===== src/rtl/pfs_pkg.sv =====
// Package: shared widths and constants for the pixel frame serializer.
// Assumes three colour channels and a lane count that fits the 27-bit
// payload plus one reserved slot.
package pfs_pkg;
    localparam int COLOR_W   = 8;                   // bits per colour input
    localparam int HIGH_W    = 2;                   // colour bits that travel on lane 3
    localparam int LOW_W     = COLOR_W - HIGH_W;    // colour bits on lanes 0..2
    localparam int LANES     = 4;                   // data lanes
    localparam int SLOTS     = 7;                   // bit slots per frame
    localparam int PAYLOAD_W = LANES * SLOTS - 1;   // one reserved slot
    localparam logic [SLOTS-1:0] CLK_PATTERN = 7'b1100011; // slot 0 at MSB

    typedef enum logic {
        MAP_LSB_ON_LANE3 = 1'b0,
        MAP_MSB_ON_LANE3 = 1'b1
    } lane_map_e;
endpackage


===== src/rtl/pfs_frame_mapper.sv =====
// Module: pfs_frame_mapper
// Combinational. It splits each colour into a field for lanes 0..2 and a
// field for lane 3, according to the mapping select and colour depth. It
// then assembles the 27-bit payload and cuts it into per-lane words. In each
// word the MSB is slot 0. Assumes the inputs are sampled by the caller on
// the frame strobe.
module pfs_frame_mapper
    import pfs_pkg::*;
(
    input  logic [COLOR_W-1:0]          red,
    input  logic [COLOR_W-1:0]          green,
    input  logic [COLOR_W-1:0]          blue,
    input  logic                        hsync,
    input  logic                        vsync,
    input  logic                        de,
    input  lane_map_e                   map_sel,
    input  logic                        mode_18,
    output logic [LANES-1:0][SLOTS-1:0] lane_words
);
    logic [2:0][COLOR_W-1:0] colours;
    logic [2:0][LOW_W-1:0]   low_field;
    logic [2:0][HIGH_W-1:0]  high_field;
    logic [PAYLOAD_W-1:0]    payload;

    assign colours = {blue, green, red};

    // Per colour: choose which bits go to lanes 0..2 and which to lane 3.
    for (genvar c = 0; c < 3; c++) begin : g_split
        always_comb begin
            if (mode_18) begin
                low_field[c]  = colours[c][COLOR_W-1:HIGH_W];
                high_field[c] = '0;
            end else if (map_sel == MAP_MSB_ON_LANE3) begin
                low_field[c]  = colours[c][LOW_W-1:0];
                high_field[c] = colours[c][COLOR_W-1:LOW_W];
            end else begin
                low_field[c]  = colours[c][COLOR_W-1:HIGH_W];
                high_field[c] = colours[c][HIGH_W-1:0];
            end
        end
    end

    // Payload assembly: the bit positions are fixed by the lane format.
    always_comb begin
        payload        = '0;
        payload[5:0]   = low_field[0];
        payload[6]     = low_field[1][0];
        payload[11:7]  = low_field[1][5:1];
        payload[13:12] = low_field[2][1:0];
        payload[17:14] = low_field[2][5:2];
        payload[18]    = hsync;
        payload[19]    = vsync;
        payload[20]    = de;
        payload[22:21] = high_field[0];
        payload[24:23] = high_field[1];
        payload[26:25] = high_field[2];
    end

    // Lane words: the lowest lanes take 7 payload bits each; the last lane
    // sends its payload bits first and the reserved zero in the final slot.
    for (genvar l = 0; l < LANES; l++) begin : g_lane
        if (l < LANES - 1) begin : g_full
            assign lane_words[l] = payload[l*SLOTS +: SLOTS];
        end else begin : g_last
            assign lane_words[l] = {payload[l*SLOTS +: SLOTS-1], 1'b0};
        end
    end
endmodule


===== src/rtl/pfs_lane_shifter.sv =====
// Module: pfs_lane_shifter
// Parallel-load, MSB-first shift register for one serial lane. A load
// replaces the contents at once. Otherwise zeros shift in, so the lane goes
// quiet once the word is sent. Synchronous active-low reset.
module pfs_lane_shifter #(
    parameter int WIDTH = 7
) (
    input  logic             clk,
    input  logic             rst_n,
    input  logic             load,
    input  logic [WIDTH-1:0] word,
    output logic             serial
);
    logic [WIDTH-1:0] shreg;

    // Load on strobe, otherwise shift towards the MSB with zero fill.
    always_ff @(posedge clk) begin
        if (!rst_n) begin
            shreg <= '0;
        end else if (load) begin
            shreg <= word;
        end else begin
            shreg <= {shreg[WIDTH-2:0], 1'b0};
        end
    end

    assign serial = shreg[WIDTH-1];
endmodule


===== src/rtl/pixel_frame_serializer.sv =====
// Module: pixel_frame_serializer (top)
// Captures one pixel per frame strobe and serializes it onto four data
// lanes plus a 4:3 clock lane. The slot after the strobe edge is slot 0.
// Assumes the strobe recurs every SLOTS bit clocks in normal operation and
// that the bit clock is supplied from outside.
module pixel_frame_serializer
    import pfs_pkg::*;
(
    input  logic               clk,
    input  logic               rst_n,
    input  logic               frame_start,
    input  logic [COLOR_W-1:0] pix_red,
    input  logic [COLOR_W-1:0] pix_green,
    input  logic [COLOR_W-1:0] pix_blue,
    input  logic               pix_hsync,
    input  logic               pix_vsync,
    input  logic               pix_de,
    input  logic               map_msb_lane3,
    input  logic               mode_18bit,
    output logic [LANES-1:0]   lane_out,
    output logic               clk_lane
);
    logic [LANES-1:0][SLOTS-1:0] lane_words;

    pfs_frame_mapper u_mapper (
        .red        (pix_red),
        .green      (pix_green),
        .blue       (pix_blue),
        .hsync      (pix_hsync),
        .vsync      (pix_vsync),
        .de         (pix_de),
        .map_sel    (lane_map_e'(map_msb_lane3)),
        .mode_18    (mode_18bit),
        .lane_words (lane_words)
    );

    // One shifter per data lane, all loaded by the same strobe.
    for (genvar l = 0; l < LANES; l++) begin : g_data
        pfs_lane_shifter #(.WIDTH(SLOTS)) u_shift (
            .clk    (clk),
            .rst_n  (rst_n),
            .load   (frame_start),
            .word   (lane_words[l]),
            .serial (lane_out[l])
        );
    end

    // Clock lane: the same shifter loaded with the fixed pattern keeps it
    // in step with the data slots.
    pfs_lane_shifter #(.WIDTH(SLOTS)) u_clk_shift (
        .clk    (clk),
        .rst_n  (rst_n),
        .load   (frame_start),
        .word   (CLK_PATTERN),
        .serial (clk_lane)
    );
endmodule


===== config.mk =====
export PLATFORM = sky130hd
export DESIGN_NAME = pixel_frame_serializer
export DESIGN_NICKNAME = d
export VERILOG_FILES = /design/src/rtl/pfs_pkg.sv /design/src/rtl/pfs_frame_mapper.sv /design/src/rtl/pfs_lane_shifter.sv /design/src/rtl/pixel_frame_serializer.sv
export SDC_FILE = /design/constraint.sdc
export NUM_CORES = 1
export LEC_CHECK = 0
export BUFFER_PORTS_ARGS = -buffer_cell sky130_fd_sc_hd__buf_2
export CAP_MARGIN = 20
export CORE_MARGIN = 4
export CORE_UTILIZATION = 51
export CTS_BUF_LIST = sky130_fd_sc_hd__clkbuf_8
export DETAILED_ROUTE_END_ITERATION = 16
export PLACE_DENSITY_LB_ADDON = 0.05
export SYNTH_ARGS = -nofsm -noshare
export SYNTH_HDL_FRONTEND = slang
export SYNTH_HIERARCHICAL = 1
export SYNTH_SLANG_ARGS = --single-unit

===== constraint.sdc =====
create_clock -name clk -period 2.3 [get_ports clk]
set_input_delay 0.115 -clock clk [delete_from_list [all_inputs] [get_ports clk]]
set_output_delay 0.115 -clock clk [all_outputs]
set_load 0.02 [all_outputs]

# [Yosys cells after proc, flatten, opt, wreduce, memory -nomap -nowiden]
# Index checks and enable logic that the tools add are counted.
[classes] bitwise=1 n_reduce_logical=2 mux=17
[op_table] operator="two-way mux 6 bit" n=6
[op_table] operator="two-way mux 7 bit" n=5
[op_table] operator="two-way mux 2 bit" n=6
[op_table] operator="AND reduction 2 bit" n=1
[op_table] operator="OR reduction 2 bit" n=1
[op_table] operator="NOT 1 bit" n=1
[totals] out_inout_bits=5 input_bits=32 regBits=35 wordCells=29

# [Longest topological paths before layout]
[logic_depth] word_depth=3 depth_mapped=7 ltp_nobuf=4

# [By module]
# The synthesis kept the hierarchy.
[by_module_without_submodules] module="pfs_lane_shifter" cells_each=21 n_inst=5 area_per_inst_um2=256.5
[by_module_without_submodules] module="pfs_frame_mapper" cells_each=39 n_inst=1 area_per_inst_um2=412.9
[by_module_without_submodules] module="pixel_frame_serializer" cells_each=2 n_inst=1 area_per_inst_um2=7.5

# [Worst setup path after synthesis]
# Ideal clock, no wire load.
[synth_path] kind="in2reg" start="in map_msb_lane3" end="reg g_data[1].u_shift.shreg[0]" arrival_time_ns=1.116 required_time_ns=2.184 slack_ns=1.067 path_buffers=3 setup_ns=0.116 path_stages=6 path_cell_list="buf_6 > nor2b_4 > buf_6 > buf_12 > mux2_4 > and3_2"
[synth_lines] item="from (decl)" line_no="pixel_frame_serializer.sv:18" rtl="input logic map_msb_lane3,"
[synth_lines] item="to (signal assigned)" line_no="pfs_lane_shifter.sv:21" rtl="shreg <= word;"
[synth_lines] item="to (signal assigned)" line_no="pfs_lane_shifter.sv:23" rtl="shreg <= {shreg[WIDTH-2:0], 1'b0};"
[synth_lines] item="to (decl)" line_no="pfs_lane_shifter.sv:14" rtl="logic [WIDTH-1:0] shreg;"

==> flow_summary.json <==
{
  "status": "complete, no violations",
  "final_nets": 216,
  "path_max_fanout": 18,
  "grt_pass1_vias": 1071,
  "clock_latency_ns": 0.29,
  "hold_viol_final": 0,
  "fp.dieH_um": 65.8,
  "grt_use_total_pct": 14.8,
  "endpoint_kind": "register",
  "start_util_pct": 54.4,
  "antenna_found_initial": 0,
  "min_period_ns": 1.34,
  "seqCellArea_um2": 701,
  "grt_first_pass_wirelength_mm": 4.79,
  "first_pass_iters": 2,
  "critPathLaunchType": "input port",
  "syn_inst": 146,
  "slowest_delay_ns": 0.58,
  "drt-initial-drc-count": 58,
  "die_area_mm2": 0.00433,
  "critical_path_class": "in2reg",
  "grt_max_degree": 36,
  "cts_setup_buffers": 0,
  "root_buffer": "clkbuf_8",
  "synth-seq-cells": 35,
  "clk_pin_slew_worst_paths_ns": 0.07,
  "n_fill_cell": 277,
  "rsz0062_at_grt": "false",
  "port_buffers": 36,
  "fin_crit_sh_pct": 58.1,
  "cap_violations": 0,
  "areaGrowthSynthToFinish_pct": 16.0,
  "worstPathArrival_ns": 1.52,
  "worst_pin_slew_ns": 0.611,
  "drc": 0,
  "clkSinkCount": 35,
  "gp_congestion": 0.704,
  "antenna_cells": 0,
  "detail_route.wl_per_cell_um": 12.4,
  "cp_slowest_cell": "nor2b_4",
  "ant_nets": 0,
  "multiInputGateArea_um2": 892,
  "syn_area_mm2": 0.00170,
  "cts_resized": 0,
  "rows": 20,
  "maxSlewHeadroom_pct": 59.2,
  "power.density_mw_per_mm2": 749,
  "wirelength_mm": 2.83,
  "holdBufCountCts": 0,
  "power.leakage_nw": 0.951,
  "dpl.hpwl_mm": 2.00,
  "drv_slew": 0,
  "hold_class": "in2reg",
  "drive_gt1_share_pct": 37.3,
  "cts_max_level": 2,
  "clk_path_buf_depth": 2,
  "path_cells": "buf_2, nor2b_4, mux2_2, mux2i_1, nor2b_1",
  "cts_buffers": 5,
  "max_freq_ghz": 0.749,
  "finalSetupTns_ns": 0,
  "ir_worst_vdd_uv": 441,
  "via_count": 1065,
  "ys_warn_count": 6,
  "seq_area_frac_synth_pct": 41.1,
  "die_w_um": 65.8,
  "setup-violations-final": 0,
  "gr-total-overflow": 0,
  "cp_data_required_time_ns": 2.48,
  "skew_ns": 0.00419,
  "cts_tree": "yes",
  "final_util_pct": 63.2,
  "mostFrequentLayoutCells": "36 x mux2i_1, 36 x buf_2, 35 x dfxtp_1",
  "syn_area_per_cell_um2": 11.7,
  "via_per_inst": 4.65,
  "io_pins": 37,
  "core-area_mm2": 0.00313,
  "yosysUniqueCellTypes": 12
}
[stage by stage]
step                cell area, µm²  total power [mW]  hold slack, ns  setup slack [ns]  std cells
finish                        1980              1.48          0.0897             0.964        229
global placement              1840             0.848           0.372             0.704        221
CTS                           1980              1.50          0.0821             0.974        229
floorplan                     1720             0.810           0.243              1.07        151
global route                  1980              1.55          0.0996             0.838        229
detailed placement            1840             0.854           0.393             0.664        221
[cell usage after synthesis, drive strengths merged]
library cell   n  area share, %
and3           5            2.2
buf           12            7.6
conb           3           0.66
dfxtp         35             41
mux2          18             14
mux2i         36             21
nor2           6            1.3
nor2b         31             12
[report_power, final]
part           total (mW)  internal [mW]  switching (mW)
clock network       0.643          0.429           0.214
logic               0.189          0.105          0.0840
registers           0.649          0.641         0.00815
[layer usage]
metal,GRT usage (%),up-vias,wire length (µm)
li1,-,550,-
met1,17.5,481,1280
met2,23.9,27,1300
met3,5.78,7,205
met4,6.22,0,40
met5,0,-,0
[area by class of cell]
type | count | share of cell area (%)
multi-input combinational | 104 | 45.2
sequential | 35 | 35.5
timing repair buffer | 38 | 9.88
clock buffer | 5 | 3.48
clock inverter | 3 | 3.23
tap | 44 | 2.79
[path summary, 6_finish.rpt]
| kind | start | to | slack [ns] | cells past startpoint |
|---|---|---|---|---|
| worst max register to register | g_data[2].u_shift/shreg[0] | g_data[2].u_shift/shreg[1] | 1.69 | 2 |
| worst max-delay path | map_msb_lane3 | g_data[0].u_shift/shreg[1] | 0.96 | 5 |
| worst min register to register | g_data[0].u_shift/shreg[5] | g_data[0].u_shift/shreg[6] | 0.48 | 2 |
| worst min-delay path | pix_de | g_data[2].u_shift/shreg[6] | 0.09 | 3 |
[cells by family (layout without fill, tap and decap cells)]
group / after synthesis / after routing / share of synthesized area, %
other: 3 / 8 / 0.661
AND/OR/NAND/NOR: 42 / 42 / 15.4
buffers and inverters: 12 / 46 / 7.57
flip-flops: 35 / 35 / 41.1
multiplexers: 54 / 54 / 35.3
[worst max-delay path: cells and delay by family]
kind | cells | cell delay [ns]
muxes | 2 | 0.55
buffers and inverters | 1 | 0.21
and+or+nand+nor | 2 | 0.64
[registers in the layout, indices dropped and copies added, names as in the netlist]
| signal | count |
|---|---|
| u_clk_shift/shreg | 7 |
| g_data.u_shift/shreg | 28 |
Power figures use the tool's default switching activity.
